File: config.mk
export PLATFORM = sky130hd
export DESIGN_NAME = colburst_gen
export DESIGN_NICKNAME = d
export VERILOG_FILES = /design/src/rtl/colburst_pkg.sv /design/src/rtl/colburst_span.sv /design/src/rtl/colburst_seq.sv /design/src/rtl/colburst_map.sv /design/src/rtl/colburst_gen.sv
export SDC_FILE = /design/constraint.sdc
export NUM_CORES = 1
export LEC_CHECK = 0
export BUFFER_PORTS_ARGS = -buffer_cell sky130_fd_sc_hd__buf_2
export CAP_MARGIN = 40
export CORE_AREA = 2 2 71 60
export CTS_CLUSTER_DIAMETER = 120
export DETAILED_ROUTE_END_ITERATION = 8
export DIE_AREA = 0 0 73 62
export GPL_TIMING_DRIVEN = 0
export HOLD_SLACK_MARGIN = 0.02
export SETUP_SLACK_MARGIN = 0.02
export SKIP_CTS_REPAIR_TIMING = 1
export SYNTH_ARGS = -nofsm -noshare
export SYNTH_HDL_FRONTEND = slang
export SYNTH_HIERARCHICAL = 1
export SYNTH_SLANG_ARGS = --single-unit
File: constraint.sdc
create_clock -name clk -period 3.5 [get_ports clk]
set_input_delay 1.05 -clock clk [delete_from_list [all_inputs] [get_ports clk]]
set_output_delay 1.05 -clock clk [all_outputs]
set_load 0.01 [all_outputs]
File: src/rtl/colburst_pkg.sv
package colburst_pkg;

    localparam int LEN_CODE_W = 3;
    localparam int SPAN_LOG_W = 2;

    localparam logic [LEN_CODE_W-1:0] LEN_ONE   = 3'd0;
    localparam logic [LEN_CODE_W-1:0] LEN_TWO   = 3'd1;
    localparam logic [LEN_CODE_W-1:0] LEN_FOUR  = 3'd2;
    localparam logic [LEN_CODE_W-1:0] LEN_EIGHT = 3'd3;

    // Latched burst mode, held for the whole burst.
    typedef struct packed {
        logic                  full;      // run to the end of the row and wrap
        logic                  ilv;       // interleaved ordering
        logic [SPAN_LOG_W-1:0] span_log;  // log2 of the fixed length
    } burst_mode_t;

    function automatic burst_mode_t decode_mode(
        input logic [LEN_CODE_W-1:0] code,
        input logic                  ilv
    );
        burst_mode_t m;
        m.full     = (code > LEN_EIGHT);
        m.ilv      = ilv & ~m.full;
        m.span_log = m.full ? '0 : code[SPAN_LOG_W-1:0];
        return m;
    endfunction

endpackage

File: src/rtl/colburst_span.sv
module colburst_span
    import colburst_pkg::*;
#(
    parameter int COL_W = 8
) (
    input  burst_mode_t      mode,
    output logic [COL_W-1:0] blk_mask
);
    // One mask bit per column bit: set when that bit moves during the burst.
    for (genvar b = 0; b < COL_W; b++) begin : g_bit
        assign blk_mask[b] = mode.full || (b < int'(mode.span_log));
    end
endmodule

File: src/rtl/colburst_seq.sv
module colburst_seq
    import colburst_pkg::*;
#(
    parameter int COL_W = 8
) (
    input  logic                  clk,
    input  logic                  rst,
    input  logic [LEN_CODE_W-1:0] mode_len,
    input  logic                  mode_ilv,
    input  logic                  cmd_go,
    input  logic [COL_W-1:0]      cmd_col,
    input  logic                  cmd_stop,
    input  logic [COL_W-1:0]      blk_mask,
    output logic                  active,
    output burst_mode_t           mode_q,
    output logic [COL_W-1:0]      base_q,
    output logic [COL_W-1:0]      idx_q
);
    logic last_beat;

    assign last_beat = !mode_q.full && (idx_q == blk_mask);

    always_ff @(posedge clk) begin
        if (rst) begin
            active <= 1'b0;
            mode_q <= '0;
            base_q <= '0;
            idx_q  <= '0;
        end else if (cmd_go) begin
            active <= 1'b1;
            mode_q <= decode_mode(mode_len, mode_ilv);
            base_q <= cmd_col;
            idx_q  <= '0;
        end else if (active) begin
            if (cmd_stop || last_beat) begin
                active <= 1'b0;
            end else begin
                idx_q <= idx_q + 1'b1;
            end
        end
    end
endmodule

File: src/rtl/colburst_map.sv
module colburst_map
    import colburst_pkg::*;
#(
    parameter int COL_W = 8
) (
    input  logic             active,
    input  logic             ilv,
    input  logic [COL_W-1:0] base,
    input  logic [COL_W-1:0] idx,
    input  logic [COL_W-1:0] blk_mask,
    output logic [COL_W-1:0] col
);
    logic [COL_W-1:0] sum;
    logic [COL_W-1:0] seq_col;
    logic [COL_W-1:0] ilv_col;

    assign sum     = base + idx;
    assign seq_col = (base & ~blk_mask) | (sum & blk_mask);
    assign ilv_col = base ^ (idx & blk_mask);

    always_comb begin
        if (!active) col = '0;
        else if (ilv) col = ilv_col;
        else          col = seq_col;
    end
endmodule

File: src/rtl/colburst_gen.sv
module colburst_gen
    import colburst_pkg::*;
#(
    parameter int COL_W = 8
) (
    input  logic                  clk,
    input  logic                  rst,
    input  logic [LEN_CODE_W-1:0] mode_len,
    input  logic                  mode_ilv,
    input  logic                  cmd_go,
    input  logic [COL_W-1:0]      cmd_col,
    input  logic                  cmd_stop,
    output logic [COL_W-1:0]      col_out,
    output logic                  col_valid
);
    burst_mode_t      mode_q;
    logic [COL_W-1:0] blk_mask;
    logic [COL_W-1:0] base_q;
    logic [COL_W-1:0] idx_q;
    logic             active;
    logic             cfg_full;
    logic             cfg_single;

    colburst_span #(.COL_W(COL_W)) u_span (
        .mode     (mode_q),
        .blk_mask (blk_mask)
    );

    colburst_seq #(.COL_W(COL_W)) u_seq (
        .clk      (clk),
        .rst      (rst),
        .mode_len (mode_len),
        .mode_ilv (mode_ilv),
        .cmd_go   (cmd_go),
        .cmd_col  (cmd_col),
        .cmd_stop (cmd_stop),
        .blk_mask (blk_mask),
        .active   (active),
        .mode_q   (mode_q),
        .base_q   (base_q),
        .idx_q    (idx_q)
    );

    colburst_map #(.COL_W(COL_W)) u_map (
        .active   (active),
        .ilv      (mode_q.ilv),
        .base     (base_q),
        .idx      (idx_q),
        .blk_mask (blk_mask),
        .col      (col_out)
    );

    assign col_valid  = active;
    assign cfg_full   = mode_q.full;
    assign cfg_single = !mode_q.full && (mode_q.span_log == '0);
endmodule

# After elaboration in Yosys (flattened, before gate mapping)
# Index checks and enable logic that the tools add are counted.
# classes
n_eq_ne,1
addsub,2
order_cmp,4
mux,6
bitwise,9
reduce_logical,8
# op_table
op,n
$and 8x8->8,3
$mux 8,2
$add 8x1->8 const B,1
$add 8x8->8,1
$eq 8x8->1,1
$not 8->8,1
$or 8x8->8,1
$xor 8x8->8,1
$logic_or 1x1->1,4
$lt 1x2->1 const A,2
$gt 3x2->1 const B,1
$mux 1,3
$lt 2x2->1 const A,1
$mux 2,1
$not 1->1,2
$reduce_and 2->1,1
$reduce_or 2->1,1
$and 1x1->1,1
$logic_and 1x1->1,1
$logic_not 1->1,1
# totals
register_bits,21

# Depth between registers and ports, before layout
# Gate-level depths: netlist (run 1).
# depth
word_depth,8
depth_mapped,6
depth_no_buf,6

# Hierarchy
# Netlist (run 1), hierarchy kept.
# modules_own_cells
mod,cells_per_inst,n_inst,area_each_um2
colburst_seq,97,1,938.4
colburst_map,89,1,648.1
colburst_span,8,1,58.8

# Worst setup path before layout (run 1)
# No wires, ideal clock.
# synth_timing
kind,flip-flop to output port
startpoint,register u_seq.idx_q[0]
endpoint,output col_out[4]
stages_incl_launch_ff,7
path_buffers,0
t_arrival_ns,1.896
slack_ns,0.554
path_cell_list,dfxtp_1 ha_1 fa_1 a211oi_1 nor2_1 nor4b_1 o21a_1
# synth_between
elab_chain_len,5
# synth_lines
element,line,source
start: declaration,colburst_seq.sv:17,output logic [COL_W-1:0] idx_q
start signal: assignment,colburst_seq.sv:38,idx_q <= idx_q + 1'b1;
$add 8x8->8,colburst_map.sv:17,assign sum = base + idx;
$and 8x8->8,colburst_map.sv:18,assign seq_col = (base & ~blk_mask) | (sum & blk_mask);
$or 8x8->8,colburst_map.sv:18,
$mux 8,colburst_map.sv:23,else if (ilv) col = ilv_col;
$mux 8,colburst_map.sv:22,if (!active) col = '0;
end: declaration,colburst_gen.sv:13,"output logic [COL_W-1:0] col_out,"
# No other way between the ends.

# Final worst setup path (run 1)
# layout_timing
startpoint,register u_seq.idx_q[0]
endpoint,output col_out[7]
# Same word-level chain as after synthesis.

==> results by group, run 1 <==
Run status
  • Outcome: finished, final reports clean

Clock tree
  • Clock sink total: 21
  • Num CTS Buffers: 3
  • CTS tree: done
  • CTS H-tree depth: 1
  • CTS max path bufs: 2
  • CTS Root Cell: clkbuf_8
  • Clock Latency Late Sink: 0.27 ns
  • CTS clk-pin slew, worst paths: 0.09 ns

Logic synthesis
  • Register bit total from synthesis: 21
  • Synth Net Count: 219
  • Yosys Warn Count: 6
  • Commonest cells post-synth: dfxtp_1 (21), nor2_1 (18), a21oi_1 (12)
  • Top cell type's share of synthesized area: 25.6%
  • Ranking of synthesized cells by area: dfxtp_1 (26%), mux2i_1 (6.7%), ha_1 (6.1%), xnor2_1 (4.8%), nor2_1 (4.1%)
  • Post-synth EDFFs: 0
  • Post-Synthesis Cells: 194
  • Syn Area/Cell: 8.48 um^2
  • Cell Area, Synth: 1650 um^2
  • Count leader, synth: dfxtp_1
  • Sequential fraction of the synthesis area: 25.6%
  • Predominant post-synthesis flop cell: dfxtp_1
  • Yosys top cell by area: dfxtp_1
  • Async S/R FF share, synth: 0%
  • Distinct cell type count after synthesis: 55

Worst setup path
  • Kind of end point of the critical path: output port
  • Crit path DAT: 2.32 ns
  • Delay-heaviest family, CP: compound AO/OA/AOI/OAI gates
  • Crit-path max cell delay: 0.51 ns
  • Critical path buffers and inverters: 1
  • Critical path launch point type: register
  • CP Cell Sequence: ha_1, a211oi_2, o211ai_2, a31o_1, or4b_1, buf_2
  • Crit Path Max Fanout: 7
  • CP required: 2.45 ns
  • R2R depth: 6
  • Slowest cell on the critical path: or4b_1
  • Setup Crit Path Kind: reg -> out
  • Crit. path cell count: 6

Floorplan
  • DIE AREA: 4530 um^2
  • Die Y: 62 um
  • Initial core utilization: 42.0%
  • Core Box Area: 3920 um^2
  • Chip width: 73 um
  • Num rows: 21
  • # IOs: 25

Final layout
  • Fin nets: 248
  • Post-layout util: 48.3%
  • Share of layout cells above drive strength 1: 24.8%
  • Final std cells w/o fill: 268
  • Synthesis-to-finish area growth: 15.0%
  • Inserted Diodes: 0

STA
  • Fmax: 296 MHz
  • Final hold violations: 0
  • Worst Max-Slew Pin Slew: 0.786 ns
  • Hold WS: 0.539 ns
  • Max Slew Vio Count: 0
  • Final setup skew: 0.00276 ns
  • Slew headroom: 47.6%
  • RSZ-0062 raised after global routing: false
  • Crit share post-route: 96.4%
  • Setup TNS Final: 0 ns
  • Tmin final: 3.37 ns
  • Setup violations, final: 0

Power and ir drop
  • Pleak: 0.781 nW
  • Pwr dens: 289 nW/um^2
  • Worst vdd ir: 0.227 mV

Route
  • Met2 WL post-DR: 1650 um
  • Iteration-0 DRC Markers: 112
  • WL met1: 2060 um
  • Routed vias/inst: 5.58
  • Vias: 1495
  • Drt pass-1 iters: 4
  • Total wire length: 3890 um
  • Detailed-route DRC error count: 0
  • Wire length per cell: 14.5 um
  • Met3 WL post-DR: 156 um
  • DR top layer: met4
  • ANT nets after route: 0

Global route
  • GRT overflow: 0
  • Vias in the first global route: 1352
  • Pin count of the biggest net entering global routing: 14
  • Total GRT Usage: 18.7%
  • Global-route wire length before repair: 6500 um
  • Initial antenna violation count: 0

Placement
  • Placed Cells: 264
  • GP Congestion: 0.806
  • IO Port Bufs: 24
  • Dpl hpwl: 2920 um

Flow run
  • Max-cap violations: 0

Worst hold path
  • WHS Path Cells: 2
  • HP Class: reg -> reg
## layer usage
metal | vias to the layer above | track usage (%)
li1 | 774 | -
met1 | 696 | 26.8
met2 | 23 | 29.9
met3 | 2 | 3.55
met4 | 0 | 3.44
met5 | - | 0
## per-stage QoR
stage / total power, mW / cell area, um^2 / setup slack [ns]
after floorplan: 0.346 / 1650 / 0.554
after global placement: 0.378 / 1820 / 0.250
after detailed placement: 0.379 / 1820 / 0.296
after CTS: 0.552 / 1870 / -0.0254
after global routing: 0.577 / 1890 / 0.0287
final: 0.547 / 1890 / 0.126
## layout by cell type (no fill, tap or decap), types with 4 or more instances in the layout
cell	Yosys	layout
a21oi_1	12	12
buf_2	0	24
buf_4	5	5
clkbuf_1	4	4
dfxtp_1	21	16
dfxtp_2	0	5
ha_1	8	8
inv_1	7	7
mux2i_1	11	11
nand2_1	9	9
nand3_1	4	4
nand3b_1	4	4
nor2_1	18	18
nor2b_1	4	4
o21a_1	4	4
o21ai_0	10	10
or3_1	4	4
xnor2_1	9	9
## area by class of cell
class | count | area [um^2]
plain buffers | 9 | 52.6
clock buffers | 3 | 41.3
clock inverters | 1 | 7.51
fillers | 392 | 2020
inverters | 8 | 31.3
multi-input cells | 156 | 1150
flip-flops and latches | 21 | 427
well taps | 46 | 57.6
repair buffers | 24 | 120
## worst paths after layout
check,startpoint,to,slack [ns]
hold / removal,u_seq/idx_q[2]$_SDFFE_PP0P_,u_seq/idx_q[2]$_SDFFE_PP0P_,0.54
setup / recovery,u_seq/idx_q[0]$_SDFFE_PP0P_,col_out[7],0.13
setup reg to reg,u_seq/mode_q[3]$_SDFFE_PP0P_,u_seq/idx_q[2]$_SDFFE_PP0P_,1.52
hold reg to reg,u_seq/idx_q[2]$_SDFFE_PP0P_,u_seq/idx_q[2]$_SDFFE_PP0P_,0.54
## cells by family after synthesis
logic type,Yosys count,synth area share [%]
compound gates,58,26.2
simple gates,66,22.8
buf+inv,17,5.10
xor+xnor,12,6.39
flops,21,25.6
fa+ha+maj,9,7.30
mux,11,6.69
## tightest hold or removal path, cell delays in order (launching register included)
cell and delay (ns):
dfxtp_2 0.37, o21ai_0 0.08, a21oi_1 0.06
## state kept, by name (all words and copies together), names as in the netlist
register / cells
u_seq/idx_q: 8
u_seq/mode_q: 4
u_seq/active: 1
u_seq/base_q: 8
## report_power, final
part | internal, mW | switching, mW
Sequential | 0.247 | 0.0126
Combinational | 0.0526 | 0.0610
Clock | 0.0806 | 0.0926
Total | 0.381 | 0.166
Power figures use the tool's default switching activity.
==> inputs of run 2 (changes only) <==
Settings changed: PLACE_DENSITY_LB_ADDON set to 0.2.
==> results by group, run 2 (same netlist as run 1, synthesis figures left out) <==
Run status
  • Outcome: finished, final reports clean (unchanged)

Clock tree
  • CTS clk-pin slew, worst paths: 0.08 ns (was 0.09 ns)
  • CTS tree: done (unchanged)
  • Num CTS Buffers: 3 (unchanged)
  • CTS H-tree depth: 1 (unchanged)
  • CTS max path bufs: 2 (unchanged)
  • Clock sink total: 21 (unchanged)
  • CTS Root Cell: clkbuf_8 (unchanged)
  • Clock Latency Late Sink: 0.26 ns (was 0.27 ns)

Route
  • Drt pass-1 iters: 4 (unchanged)
  • Wire length per cell: 14.0 um (was 14.5 um)
  • Detailed-route DRC error count: 0 (unchanged)
  • ANT nets after route: 0 (unchanged)
  • Vias: 1467 (was 1495)
  • Routed vias/inst: 5.47 (was 5.58)
  • Total wire length: 3750 um (was 3890 um)
  • Iteration-0 DRC Markers: 80 (was 112)

Floorplan
  • Chip width: 73 um (unchanged)
  • Die Y: 62 um (unchanged)
  • Num rows: 21 (unchanged)
  • DIE AREA: 4530 um^2 (unchanged)
  • Initial core utilization: 42.0% (unchanged)
  • Core Box Area: 3920 um^2 (unchanged)
  • # IOs: 25 (unchanged)

Global route
  • Pin count of the biggest net entering global routing: 13 (was 14)
  • Global-route wire length before repair: 6040 um (was 6500 um)
  • Total GRT Usage: 17.5% (was 18.7%)
  • Initial antenna violation count: 0 (unchanged)
  • Vias in the first global route: 1245 (was 1352)
  • GRT overflow: 0 (unchanged)

STA
  • Setup TNS Final: 0 ns (unchanged)
  • Hold WS: 0.538 ns (was 0.539 ns)
  • Tmin final: 3.34 ns (was 3.37 ns)
  • RSZ-0062 raised after global routing: false (unchanged)
  • Slew headroom: 44.4% (was 47.6%)
  • Final hold violations: 0 (unchanged)
  • Crit share post-route: 95.5% (was 96.4%)
  • Setup WS post-layout: 0.159 ns (was 0.126 ns)
  • Max Slew Vio Count: 0 (unchanged)
  • Final setup skew: 0.00588 ns (was 0.00276 ns)
  • Worst Max-Slew Pin Slew: 0.834 ns (was 0.786 ns)
  • Fmax: 299 MHz (was 296 MHz)
  • Setup violations, final: 0 (unchanged)

Worst setup path
  • Setup Crit Path Kind: reg -> out (unchanged)
  • Crit Path Max Fanout: 8 (was 7)
  • CP Cell Sequence: ha_1, a211oi_2, o211ai_2, a31o_1, or4b_1, buf_2 (unchanged)
  • Slowest cell on the critical path: or4b_1 (unchanged)
  • CP required: 2.45 ns (about the same)
  • Reg2reg setup slack: 1.55 ns (was 1.52 ns)
  • Delay-heaviest family, CP: compound AO/OA/AOI/OAI gates (unchanged)
  • Crit-path max cell delay: 0.50 ns (was 0.51 ns)
  • Critical path launch point type: register (unchanged)
  • Critical path buffers and inverters: 1 (unchanged)
  • Kind of end point of the critical path: output port (unchanged)
  • Crit path DAT: 2.29 ns (was 2.32 ns)

Placement
  • GP Congestion: 0.811 (was 0.806)
  • Placed Cells: 264 (unchanged)
  • Place WS: 0.299 ns (was 0.296 ns)
  • Dpl hpwl: 2840 um (was 2920 um)
  • IO Port Bufs: 24 (unchanged)

Final layout
  • Biggest registers after layout: u_seq/base_q (8), u_seq/idx_q (8), u_seq/mode_q (4) (unchanged)
  • Most frequent cells in the layout: buf_2 (24), nor2_1 (18), dfxtp_1 (15) (was buf_2 (24), nor2_1 (18), dfxtp_1 (16))
  • Inserted Diodes: 0 (unchanged)
  • Final std cells w/o fill: 268 (unchanged)
  • Share of layout cells above drive strength 1: 24.8% (unchanged)
  • Most common cell after layout, fill and taps aside: buf_2 (unchanged)
  • Fin nets: 248 (unchanged)
  • Synthesis-to-finish area growth: 14.8% (was 15.0%)

Power and ir drop
  • Sw Ratio: 29.2% (was 30.4%)
  • Pwr dens: 284 nW/um^2 (was 289 nW/um^2)
  • Power, Total: 0.536 mW (was 0.547 mW)
  • Pint: 0.379 mW (was 0.381 mW)
  • Worst vdd ir: 0.261 mV (was 0.227 mV)
  • Clock power share: 30.5% (was 31.7%)
  • Psw: 0.157 mW (was 0.166 mW)
  • Flop pwr share: 48.5% (was 47.5%)
  • Combinational Power Share: 21.0% (was 20.8%)
  • Pleak: 0.788 nW (was 0.781 nW)

Flow run
  • Max-cap violations: 0 (unchanged)

Worst hold path
  • HP Class: reg -> reg (unchanged)
[run 2: cell count changes in the layout (fill, tap and decap cells not counted)]
cell and delta:
dfxtp_1 -1, fa_2 -1, clkinvlp_4 -1, dfxtp_2 +1, clkinv_2 +1, fa_1 +1
[run 2: final timing paths]
check | to | start | cells after the start
setup / recovery | col_out[7] | u_seq/idx_q[1]$_SDFFE_PP0P_ | 6
hold / removal | u_seq/idx_q[1]$_SDFFE_PP0P_ | u_seq/idx_q[1]$_SDFFE_PP0P_ | 2
setup reg to reg | u_seq/idx_q[0]$_SDFFE_PP0P_ | u_seq/mode_q[3]$_SDFFE_PP0P_ | 6
hold reg to reg | u_seq/idx_q[1]$_SDFFE_PP0P_ | u_seq/idx_q[1]$_SDFFE_PP0P_ | 2
[run 2: per-stage QoR]
step | instance area (um^2) | utilization, %
2_1_floorplan | 1650 | -
3_3_place_gp | 1820 | 46.6
3_5_place_dp | 1820 | 46.6
4_1_cts | 1870 | 47.7
5_1_grt | 1890 | 48.2
6_report | 1890 | 48.2
[run 2: area by class of cell]
class                      count  area, um^2
tap                           46        57.6
timing repair buffer          24         120
buffer                         9        52.6
multi-input combinational    156        1150
fill                         407        2030
inverter                       8        31.3
sequential                    21         428
clock inverter                 1        5.00
clock buffer                   3        41.3
[run 2: tightest hold or removal path: cells and delay by family, from the launching register on]
kind / cells / cell delay, ns
AO/OA/AOI/OAI: 1 / 0.05
flip-flops: 1 / 0.38
AND/OR/NAND/NOR: 1 / 0.08
[run 2: power by group through the flow]
| stage | logic, mW | clock network [mW] | registers [mW] |
|---|---|---|---|
| 2_1_floorplan | 0.0837 | 0 | 0.262 |
| 5_1_grt | 0.125 | 0.186 | 0.262 |
| 3_3_place_gp | 0.111 | 0 | 0.266 |
| 6_report | 0.112 | 0.163 | 0.260 |
| 3_5_place_dp | 0.112 | 0 | 0.266 |
| 4_1_cts | 0.113 | 0.171 | 0.260 |
[run 2: metal layers]
metal	global-route usage (%)	wire length (um)
met5	0	0
met4	2.38	20
met3	3.87	154
met2	27.3	1550
met1	25.5	2030
